`config.mk`:
```
export PLATFORM = sky130hd
export DESIGN_NAME = outctl_prio
export DESIGN_NICKNAME = d
export VERILOG_FILES = /design/src/rtl/outctl_pkg.sv /design/src/rtl/outctl_sync.sv /design/src/rtl/outctl_chan.sv /design/src/rtl/outctl_prio.sv
export SDC_FILE = /design/constraint.sdc
export NUM_CORES = 1
export LEC_CHECK = 0
export BUFFER_PORTS_ARGS = -buffer_cell sky130_fd_sc_hd__buf_2
export CAP_MARGIN = 20
export CORE_MARGIN = 2
export CORE_UTILIZATION = 50
export DETAILED_ROUTE_END_ITERATION = 8
export GPL_TIMING_DRIVEN = 0
export PLACE_DENSITY = 0.77
export SLEW_MARGIN = 30
export SYNTH_ARGS = -nofsm -noshare
export SYNTH_HDL_FRONTEND = slang
export SYNTH_SLANG_ARGS = --single-unit
```
`constraint.sdc`:
```
create_clock -name clk_i -period 2.45 [get_ports clk_i]
set_input_delay 0.245 -clock clk_i [delete_from_list [all_inputs] [get_ports clk_i]]
set_output_delay 0.245 -clock clk_i [all_outputs]
set_load 0.02 [all_outputs]
```
`src/rtl/outctl_pkg.sv`:
```
package outctl_pkg;

  typedef struct packed {
    logic dout_en;
    logic force_hi;
    logic lock_en;
    logic lock_val;
  } chan_ctl_t;

  localparam chan_ctl_t CTL_SLEEP = '{dout_en: 1'b1, force_hi: 1'b1, lock_en: 1'b1, lock_val: 1'b1};
  localparam chan_ctl_t CTL_SCAN  = '{dout_en: 1'b0, force_hi: 1'b0, lock_en: 1'b0, lock_val: 1'b1};

endpackage

```
`src/rtl/outctl_sync.sv`:
```
module outctl_sync #(
  parameter int unsigned W      = 8,
  parameter int unsigned STAGES = 2,
  parameter logic [W-1:0] RST_VAL = '0
) (
  input  logic         clk_i,
  input  logic         rst_ni,
  input  logic [W-1:0] d_i,
  output logic [W-1:0] q_o
);

  logic [W-1:0] st_q [STAGES];

  always_ff @(posedge clk_i or negedge rst_ni) begin
    if (!rst_ni) begin
      for (int k = 0; k < STAGES; k++) st_q[k] <= RST_VAL;
    end else begin
      st_q[0] <= d_i;
      for (int k = 1; k < STAGES; k++) st_q[k] <= st_q[k-1];
    end
  end

  assign q_o = st_q[STAGES-1];

endmodule

```
`src/rtl/outctl_chan.sv`:
```
module outctl_chan
  import outctl_pkg::*;
(
  input  logic      clk_i,
  input  logic      rst_ni,
  input  logic      scan_i,
  input  logic      mst_sleep_i,
  input  logic      ch_sleep_i,
  input  logic      oe_i,
  input  logic      locked_i,
  output chan_ctl_t ctl_o,
  output logic      pd_o
);

  chan_ctl_t ctl_d, ctl_q;
  logic pd_c, rise_c, held_d, held_q, lock_prev_q, lock_eff;

  assign pd_c   = mst_sleep_i | ch_sleep_i;
  assign rise_c = locked_i & ~lock_prev_q;

  // lock reacquire gate after power-down
  always_comb begin
    if (pd_c)        held_d = 1'b1;
    else if (rise_c) held_d = 1'b0;
    else             held_d = held_q;
  end

  assign lock_eff = locked_i & ~held_d;

  always_comb begin
    if (scan_i) begin
      ctl_d = CTL_SCAN;
    end else if (pd_c) begin
      ctl_d = CTL_SLEEP;
    end else begin
      ctl_d.dout_en  = oe_i;
      ctl_d.force_hi = ~lock_eff;
      ctl_d.lock_en  = 1'b1;
      ctl_d.lock_val = ~lock_eff;
    end
  end

  always_ff @(posedge clk_i or negedge rst_ni) begin
    if (!rst_ni) begin
      ctl_q       <= CTL_SLEEP;
      pd_o        <= 1'b1;
      held_q      <= 1'b1;
      lock_prev_q <= 1'b0;
    end else begin
      ctl_q       <= ctl_d;
      pd_o        <= pd_c;
      held_q      <= held_d;
      lock_prev_q <= locked_i;
    end
  end

  assign ctl_o = ctl_q;

  AST_PD_HELD: assert property (@(posedge clk_i) disable iff (!rst_ni)
    pd_c |=> held_q);

  AST_CH_SLEEP: assert property (@(posedge clk_i) disable iff (!rst_ni)
    (!scan_i && pd_c) |=> (ctl_q.force_hi && ctl_q.lock_val && ctl_q.dout_en));

  AST_OE_LOCK: assert property (@(posedge clk_i) disable iff (!rst_ni)
    (!scan_i && !pd_c && !oe_i) |=> (ctl_q.lock_en && !ctl_q.dout_en));

endmodule

```
`src/rtl/outctl_prio.sv`:
```
module outctl_prio
  import outctl_pkg::*;
#(
  parameter int unsigned NUM_CH      = 6,
  parameter int unsigned SYNC_STAGES = 2
) (
  input  logic              clk_i,
  input  logic              rst_ni,
  input  logic              scan_hiz_ni,
  input  logic              scan_bist_i,
  input  logic              mst_pwr_ni,
  input  logic [NUM_CH-1:0] ch_pwr_ni,
  input  logic              out_en_i,
  input  logic [NUM_CH-1:0] lock_det_i,
  output logic [NUM_CH-1:0] dat_oe_o,
  output logic [NUM_CH-1:0] dat_hi_o,
  output logic [NUM_CH-1:0] lck_oe_o,
  output logic [NUM_CH-1:0] lck_o,
  output logic [NUM_CH-1:0] ch_pd_o,
  output logic              bias_pd_o
);

  localparam int unsigned SYNC_W = 4 + 2 * NUM_CH;
  // high-Z request idles high, everything else idles low
  localparam logic [SYNC_W-1:0] SYNC_RST = SYNC_W'(1) << (SYNC_W - 1);

  logic [SYNC_W-1:0] raw_c, syn_c;
  logic              hiz_n_s, bist_s, mst_n_s, oe_s;
  logic [NUM_CH-1:0] pwr_n_s, lock_s;
  logic              scan_c, mst_sleep_c;

  assign raw_c = {scan_hiz_ni, scan_bist_i, mst_pwr_ni, out_en_i, ch_pwr_ni, lock_det_i};

  outctl_sync #(
    .W      (SYNC_W),
    .STAGES (SYNC_STAGES),
    .RST_VAL(SYNC_RST)
  ) u_sync (
    .clk_i (clk_i),
    .rst_ni(rst_ni),
    .d_i   (raw_c),
    .q_o   (syn_c)
  );

  assign {hiz_n_s, bist_s, mst_n_s, oe_s, pwr_n_s, lock_s} = syn_c;

  assign scan_c      = ~hiz_n_s | bist_s;
  assign mst_sleep_c = ~mst_n_s;

  for (genvar g = 0; g < NUM_CH; g++) begin : g_ch
    chan_ctl_t ctl;

    outctl_chan u_chan (
      .clk_i      (clk_i),
      .rst_ni     (rst_ni),
      .scan_i     (scan_c),
      .mst_sleep_i(mst_sleep_c),
      .ch_sleep_i (~pwr_n_s[g]),
      .oe_i       (oe_s),
      .locked_i   (lock_s[g]),
      .ctl_o      (ctl),
      .pd_o       (ch_pd_o[g])
    );

    assign dat_oe_o[g] = ctl.dout_en;
    assign dat_hi_o[g] = ctl.force_hi;
    assign lck_oe_o[g] = ctl.lock_en;
    assign lck_o[g]    = ctl.lock_val;
  end

  always_ff @(posedge clk_i or negedge rst_ni) begin
    if (!rst_ni) bias_pd_o <= 1'b1;
    else         bias_pd_o <= mst_sleep_c | (pwr_n_s == '0);
  end

  AST_SCAN_TRI: assert property (@(posedge clk_i) disable iff (!rst_ni)
    scan_c |=> (dat_oe_o == '0 && lck_oe_o == '0));

  AST_MST_SLEEP: assert property (@(posedge clk_i) disable iff (!rst_ni)
    (!scan_c && mst_sleep_c) |=> (dat_hi_o == '1 && lck_o == '1 && ch_pd_o == '1));

  AST_BIAS_ALL: assert property (@(posedge clk_i) disable iff (!rst_ni)
    (pwr_n_s == '0) |=> bias_pd_o);

endmodule

```
After elaboration in Yosys (flattened, before gate mapping)
Index checks and enable logic that the tools add are counted.
{"block": "op_classes", "reduce_logical": 1, "bitwise": 46, "n_mux": 24}
{"cell": "$mux W4", "n": 12}
{"cell": "$not A1 Y1", "n": 26}
{"cell": "$and A1 B1 Y1", "n": 12}
{"cell": "$mux W1", "n": 12}
{"cell": "$or A1 B1 Y1", "n": 8}
{"cell": "$logic_not A6 Y1", "n": 1}
{"block": "word_totals", "reg_bits": 75, "output_inout_bits": 31, "elab_cells": 116, "in_bits": 18}

Longest topological paths before layout
Gate-level depths: netlist of the first run.
{"block": "depth", "depth_word": 9, "depth_mapped": 4, "depth_no_buf": 3}

Cells and area by module
Synthesis of the first run repeated with hierarchy kept, for this count alone.
{"block": "unflattened", "cells_unflattened": 167, "area_unflattened_um2": 2428.6}
{"mod": "outctl_chan", "n_inst": 6, "cells_per_inst": 18, "area_each_um2": 237.7, "seq_area_each_um2": 182.7}
{"mod": "outctl_sync", "n_inst": 1, "cells_per_inst": 48, "area_each_um2": 923.4, "seq_area_each_um2": 803.3}
{"mod": "outctl_prio", "n_inst": 1, "cells_per_inst": 11, "area_each_um2": 78.8, "seq_area_each_um2": 26.3}

Worst setup path after synthesis of the first run
No wires, ideal clock.
{"block": "synth_path", "path_type": "register -> register", "from": "reg u_sync.st_q, in the netlist u_sync.q_o[8]", "to": "reg bias_pd_o", "stages_incl_launch_ff": 3, "n_path_buf": 0, "path_slack_ns": 1.328, "required_time_ns": 2.364, "synth_period_minus_slack_ns": 1.122, "arrival_ns": 1.036, "setup_time_ns": 0.086, "cell_sequence": "dfrtp_1 -> or4_4 -> o31ai_2"}
{"block": "synth_between", "elab_chain_len": 2}
{"item": "from (decl)", "line_no": "outctl_sync.sv:12", "text": "logic [W-1:0] st_q [STAGES];"}
{"item": "$logic_not A6 Y1", "line_no": "outctl_prio.sv:73", "text": "else bias_pd_o <= mst_sleep_c | (pwr_n_s == '0);"}
{"item": "$or A1 B1 Y1", "line_no": "outctl_prio.sv:73"}
{"item": "to (signal assigned)", "line_no": "outctl_prio.sv:73"}
{"item": "to (decl)", "line_no": "outctl_prio.sv:20", "text": "output logic bias_pd_o"}
No other way between the ends.

==> results of run 1 <==
-- placed cells by master, fill, tap and decap left out --
cell type	n
clkinv_2	2
dfstp_2	34
or4_4	1
nand4_1	6
clkbuf_8	9
clkbuf_1	5
and2_2	1
dfrtp_1	36
a31oi_1	6
nand2b_1	7
inv_2	7
o21a_1	6
o31ai_2	1
a21o_1	6
dlygate4sd3_1	1
and2_1	5
buf_4	12
nand2_1	6
buf_2	48
-- routing by layer --
layer / track usage / wire (um)
met1: 0.1774 / 1295
met2: 0.2369 / 1584
met3: 0.07071 / 325
met4: 0.07692 / 51
met5: 0 / 0
-- timing repair --
| action | CTS | global route |
|---|---|---|
| setup buffers | 0 | 0 |
| hold buffers | 0 | 1 |
| hold endpoints to repair | 0 | 1 |
-- worst paths after layout --
kind / cells after the start / endpoint / from / slack [ns]
worst max-delay path: 2 / lck_oe_o[3] / g_ch[0].u_chan.ctl_o[1] / 1.06
worst min-delay path: 1 / g_ch[2].u_chan.lock_prev_q / rst_ni / 0.01
worst max register to register: 4 / g_ch[1].u_chan.ctl_o[0] / u_sync.q_o[15] / 1.08
worst min register to register: 0 / u_sync.q_o[0] / u_sync.st_q[16] / 0.35
max in group asynchronous: 1 / u_sync.st_q[16] / rst_ni / 1.93
min in group clk_i: 1 / u_sync.st_q[25] / ch_pwr_ni[3] / 0.02
-- flip-flops by register name (all words and copies together), names as in the netlist --
register / flops
bias_pd_o: 1
g_ch.u_chan.ctl_o: 19
g_ch.u_chan.held_q: 6
g_ch.u_chan.lock_prev_q: 6
g_ch.u_chan.pd_o: 6
u_sync.q_o: 16
u_sync.st_q: 16
-- where the power goes --
group          internal (mW)  total (mW)  switching (mW)
clock network          0.366       0.721           0.355
registers               1.23        1.25          0.0242
logic                 0.0542       0.143          0.0888
-- logic make-up (layout without fill, tap and decap cells) --
logic type	count (synthesis)	in the layout	synth area share
flops	70	70	0.8148
simple gates	26	26	0.06989
compound gates	19	19	0.06363
buf+inv	19	84	0.05170
-- metrics by stage --
stage	power [mW]	hold WS [ns]	instance area, um^2	setup WS (ns)
2_1_floorplan	1.346	-0.05059	2202	1.328
3_3_place_gp	1.407	0.3331	2507	0.9965
3_5_place_dp	1.416	0.3355	2510	1.096
4_1_cts	2.141	0.006749	2663	1.042
5_1_grt	2.213	0.004416	2673	0.9807
6_report	2.117	0.01378	2673	1.061
-- final cells by class --
type                       count  area, um^2  share of cell area
sequential                    70        1794              0.6713
multi-input combinational     45       294.0              0.1100
timing repair buffer          49       252.7             0.09457
clock buffer                  14       142.6             0.05337
buffer                        12       87.58             0.03277
tap                           52       65.06             0.02434
inverter                       7       26.28            0.009831
clock inverter                 2       10.01            0.003745
==> summary.md, run 1 <==
| Metric | Value |
|---|---|
| Status | `finished, final reports clean` |
| Async S/R FF share, synth | `1.000` |
| Data required, critical path | `~2.2 ns` |
| Iter 0 DRT Violations | `83` |
| Core region area | `about 0.0043 mm^2` |
| Row cnt | `24` |
| Area Overhead vs Synth | `21.36%` |
| DIE HEIGHT | `70.37 um` |
| GPL Wtd Cong | `roughly 0.72` |
| Drt via density | `around 4.7` |
| Initial core utilization | `0.5128` |
| Via count | `1,177` |
| Top Family by Delay on Critical Path | `flip-flops` |
| Number of remaining DRC errors | `0` |
| Die ar. | `between 0.004 and 0.005 mm^2` |
| Synth area leaders | `dfrtp_1 (41%), dfstp_2 (41%), buf_4 (3.8%)` |
| Worst-path cell chain | `buf_4 -> buf_2` |
| Mapped Nets | `about 150` |
| Synth Instances | `134` |
| FILL cells | `about 330` |
| Global-route wire length before repair | `between 5 and 6 mm` |
| IO buf count | `48` |
| Peak Freq | `719.7 MHz` |
| Setup Crit Path Kind | `register to primary output` |
| Hold Path Class | `primary input to async pin` |
| Largest net degree at the start of global routing | `71` |
| Yosys top cell area share | `0.4091` |
| Boundary Pins | `49` |
| Worst-margin pin slew | `slightly below 0.8 ns` |
| Fin crit share | `0.5671` |
| Antenna diodes | `0` |
| Placed cells | `approximately 230` |
| CTS tree | `built` |
| Avg Inst Size Synth | `16.43 um^2` |
| RSZ-0062 raised after global routing | `no` |
| Seq/Total Area, Yosys | `0.8148` |
| Routed wire length per instance | `12.97 um` |
| Total Neg Setup Slack | `0 ns` |
| Buf/Inv on CP | `2` |
| Tmin final | `1.389 ns` |
| Final ANT Viol Nets | `0` |
| Core Util, Final | `0.6224` |
| Unique masters post-synth | `15` |
| # Max-Cap Violations | `0` |
| Top_reg_cell synth | `dfrtp_1` |
| Commonest cells in the netlist | `dfrtp_1 (36), dfstp_2 (34), buf_4 (11)` |
| CTS Buffer Depth | `2` |
| Total track usage | `0.1523` |
| Clock sinks | `70` |
| Synth Warn # | `0` |
| Most frequent cell after synthesis | `dfrtp_1` |
| Worst rel slew slack | `0.4719` |
| Initial antenna violation count | `0` |
| Slowest cell on crit path | `dfstp_2` |
| Worst EP arrival | `approximately 1.1 ns` |
| Post-synth EDFFs | `0` |
| Max Fanout on Critical Path | `6` |
| Vias in the first global route | `1,230` |
| Crit. End Element | `primary output` |
| Post-DP HPWL | `2.263 mm` |
| Nets | `approximately 210` |
| VDD IR-drop max | `approximately 0.00044 V` |
| Setup Viol. Count Final | `0` |
| Clock Tree Root | `clkbuf_8` |
| DR pass1 iterations | `6` |
| Slew Limit Fails | `0` |
| Setup Skew | `0.006822 ns` |
| Htree depth | `3` |
| Die extent in x | `between 70 and 80 um` |
| GRT Residual Overflow | `0` |
| Startpoint Class | `register` |
| Clk pin slew, worst setup/hold paths | `0.06 ns` |
| Non-Filler Instances | `between 200 and 300` |
| PostCTS Resize Cnt | `0` |
| Proportion of layout cells with a drive suffix above 1 | `0.5779` |
| Dominant cell type by area after synthesis | `dfrtp_1` |
| Worst skew pair latency | `about 0.32 ns` |
| PD cells | `a little under 800 mW/mm^2` |
| Drt total wl | `about 3.3 mm` |
| Post-Synthesis Cell Area | `0.002202 mm^2` |
| Final Hold Viols | `0` |
| Largest stage delay, worst path | `approximately 0.57 ns` |
| Total leakage power | `around 1.2 nW` |
| Clock buffer count from CTS | `9` |
| Yosys reg bits | `70` |
(Power assumes the default switching activity.)
==> run 2, diff against run 1 <==
--- a/config.mk
+++ b/config.mk
@@ -5,13 +5,14 @@
 export SDC_FILE = /design/constraint.sdc
 export NUM_CORES = 1
 export LEC_CHECK = 0
+export ABC_AREA = 1
 export BUFFER_PORTS_ARGS = -buffer_cell sky130_fd_sc_hd__buf_2
 export CAP_MARGIN = 20
 export CORE_MARGIN = 2
 export CORE_UTILIZATION = 50
 export DETAILED_ROUTE_END_ITERATION = 8
 export GPL_TIMING_DRIVEN = 0
-export PLACE_DENSITY = 0.77
+export PLACE_DENSITY = 0.76
 export SLEW_MARGIN = 30
 export SYNTH_ARGS = -nofsm -noshare
 export SYNTH_HDL_FRONTEND = slang
==> constraint.sdc (replaced) <==
create_clock -name clk_i -period 1.3 [get_ports clk_i]
set_input_delay 0.13 -clock clk_i [delete_from_list [all_inputs] [get_ports clk_i]]
set_output_delay 0.13 -clock clk_i [all_outputs]
set_load 0.02 [all_outputs]
==> run 2 against run 1 <==
Sequential share of layout area shrank 6.5 points. Synthesized area is 0.28% higher. First-iteration DRC count up 9.6%. Global-route usage increased by 0.92 points. Critical endpoint is now lck_oe_o[1]. Largest cell class unchanged. Largest power group unchanged.
==> summary.md, run 2 <==
| Metric | Value |
|---|---|
| Initial antenna violation count | `0 (unchanged)` |
| Startpoint Class | `register` |
| GPL Wtd Cong | `0.7097 (-2.0%)` |
| Hold Path Class | `primary input to async pin` |
| Worst EP arrival | `1.14 ns (about the same)` |
| Antenna diodes | `0 (unchanged)` |
| # Max-Cap Violations | `0 (unchanged)` |
| Synth area leaders | `dfrtp_1 (41%), dfstp_2 (40%), nand2_1 (5.3%)` |
| Pre-CTS setup slack | `0.1706 ns (-0.9252 ns)` |
| VDD IR-drop max | `0.0008008 V (+81%)` |
| DIE HEIGHT | `70.46 um (+0.14%)` |
| Largest stage delay, worst path | `0.58 ns (about the same)` |
| Post-synth EDFFs | `0 (unchanged)` |
| Post-DP HPWL | `2.167 mm (-4.2%)` |
| Setup Crit Path Kind | `register to primary output` |
| Post-Synthesis Cell Area | `0.002208 mm^2 (+0.28%)` |
| Clk pin slew, worst setup/hold paths | `0.07 ns (about the same)` |
| Htree depth | `3 (unchanged)` |
| FILL cells | `289 (-13%)` |
| PD cells | `1525 mW/mm^2 (+93%)` |
| Row cnt | `24 (unchanged)` |
| Yosys reg bits | `70 (unchanged)` |
| Setup Viol. Count Final | `0 (unchanged)` |
| Most common cell after layout, fill and taps aside | `buf_2` |
| Fin crit share | `0.9775` |
| Post-CTS Setup Bufs | `0 (unchanged)` |
| Clock buffer count from CTS | `9 (unchanged)` |
| Number of remaining DRC errors | `0 (unchanged)` |
| Yosys top cell area share | `0.4079 (-0.001159)` |
| Setup WS post-layout | `0.02929 ns (-1.031 ns)` |
| Iter 0 DRT Violations | `91 (+9.6%)` |
| CTS Buffer Depth | `2 (unchanged)` |
| Drt via density | `4.522 (-3.6%)` |
| Vias in the first global route | `1,273 (+3.5%)` |
| Die ar. | `0.004965 mm^2 (+0.27%)` |
| Max Fanout on Critical Path | `6 (unchanged)` |
| RSZ-0062 raised after global routing | `yes` |
| FF+latch area | `0.001794 mm^2 (unchanged)` |
| Synth Warn # | `0 (unchanged)` |
| Peak Freq | `787.0 MHz` |
| Async S/R FF share, synth | `1.000 (unchanged)` |
| Synth Instances | `157 (+17%)` |
| Core region area | `0.004294 mm^2 (unchanged)` |
| Top_reg_cell synth | `dfrtp_1` |
| Status | `finished, final reports clean` |
| DR pass1 iterations | `4 (-2)` |
| Commonest cells in the netlist | `dfrtp_1 (36), dfstp_2 (34), nand2_1 (31)` |
| Nets | `252 (+19%)` |
| Number of flip-flops under the largest register name | `19 (unchanged)` |
| Largest net degree at the start of global routing | `37 (-48%)` |
| Seq/Total Area, Yosys | `0.8125 (-0.002308)` |
| CTS tree | `built` |
| IO buf count | `48 (unchanged)` |
| Total track usage | `0.1615 (+0.009172)` |
| Tmin final | `around 1.3 ns` |
| Worst-path cell chain | `buf_4 -> buf_6` |
| Dominant cell type by area after synthesis | `dfrtp_1` |
| Setup Skew | `0.008855 ns (+0.002033 ns)` |
| Data required, critical path | `1.17 ns (-1.03 ns)` |
| Crit. End Element | `primary output` |
| Mapped Nets | `175 (+15%)` |
| Total leakage power | `1.461 nW (+19%)` |
| Initial core utilization | `0.5143 (+0.001457)` |
| Unique masters post-synth | `12 (-3)` |
| Multi-input logic area | `241.5 um^2 (-18%)` |
| Area Overhead vs Synth | `33.94%` |
| Slowest cell on crit path | `dfstp_2` |
| Global-route wire length before repair | `5.637 mm (+0.62%)` |
| Slew Limit Fails | `0 (unchanged)` |
| Clock sinks | `70 (unchanged)` |
| Clock Tree Root | `clkbuf_8` |
| Most frequent cells in the layout | `buf_2 (42), dfrtp_1 (36), dfstp_2 (34)` |
| Avg Inst Size Synth | `14.07 um^2 (-14%)` |
| Most frequent cell after synthesis | `dfrtp_1` |
| Proportion of layout cells with a drive suffix above 1 | `0.4770 (-0.1009)` |
| Final ANT Viol Nets | `0 (unchanged)` |
| Die extent in x | `70.46 um (+0.14%)` |
| GRT Residual Overflow | `0 (unchanged)` |
| Total Neg Setup Slack | `0 ns (unchanged)` |
| Boundary Pins | `49 (unchanged)` |
| Worst rel slew slack | `0.7105 (+0.2386)` |
| Worst skew pair latency | `0.34 ns (+0.02 ns)` |
| Via count | `1,316 (+12%)` |
| Drt total wl | `3.464 mm (+6.4%)` |
| Routed wire length per instance | `11.90 um (-8.2%)` |
| Worst-margin pin slew | `0.4343 ns (-0.3578 ns)` |
| Final Hold Viols | `0 (unchanged)` |
[run 2: layer usage]
layer	GRT usage	part of all wire
met4	0.1132	0.027
met2	0.2358	0.50
met5	0	0
met1	0.1848	0.41
met3	0.07937	0.067
[run 2: cell type report]
cell class	instances	area share
tap	52	0.02200
buffer	12	0.03173
timing repair buffer	66	0.1569
clock buffer	14	0.06176
inverter	21	0.02665
clock inverter	2	0.01269
multi-input combinational	54	0.08164
sequential	70	0.6066
[run 2: final timing paths]
kind,from,end,slack (ns),depth (start not counted)
max,g_ch[0].u_chan.ctl_o[1],lck_oe_o[1],0.03,2
min,rst_ni,g_ch[5].u_chan.lock_prev_q,0.28,2
max reg2reg,u_sync.q_o[15],g_ch[2].u_chan.ctl_o[3],0.20,4
min reg2reg,u_sync.st_q[29],u_sync.q_o[13],0.35,0
max in group asynchronous,rst_ni,g_ch[0].u_chan.ctl_o[2],0.43,3
min in group clk_i,u_sync.st_q[29],u_sync.q_o[13],0.35,0
[run 2: cell families after synthesis]
| group | count (synthesis) | synth area share |
|---|---|---|
| AO/OA/AOI/OAI | 6 | 0.01360 |
| buffers and inverters | 33 | 0.07818 |
| flip-flops | 70 | 0.8125 |
| AND/OR/NAND/NOR | 48 | 0.09575 |
[run 2: worst max-delay path, delay by kind of cell (launching register included)]
kind	cells	cell delay (ns)
flops	1	0.58
buf+inv	2	0.22
[run 2: where the power goes]
group          switching [mW]  internal [mW]
clock                   0.729           1.10
sequential             0.0397           2.31
combinational           0.189          0.142
total                   0.958           3.55
[run 2: through the flow]
step,total power [mW],util,instances,area (um^2),hold slack (ns)
6_report,4.510,0.6888,291,2958,0.2791
5_1_grt,4.683,0.6888,291,2958,0.3180
4_1_cts,4.565,0.6888,291,2958,0.2623
3_5_place_dp,2.673,0.5906,258,2536,0.1009
3_3_place_gp,2.652,0.5854,257,2514,0.2351
2_1_floorplan,2.534,-,157,2208,-0.1656
[run 2: repair_timing]
action / in CTS / in global routing
hold endpoints to repair: 40 / 0
cloned: 0 / 0
resized for setup: 10 / 0
endpoints found under the setup margin: 5 / 5
hold buffers: 17 / 0
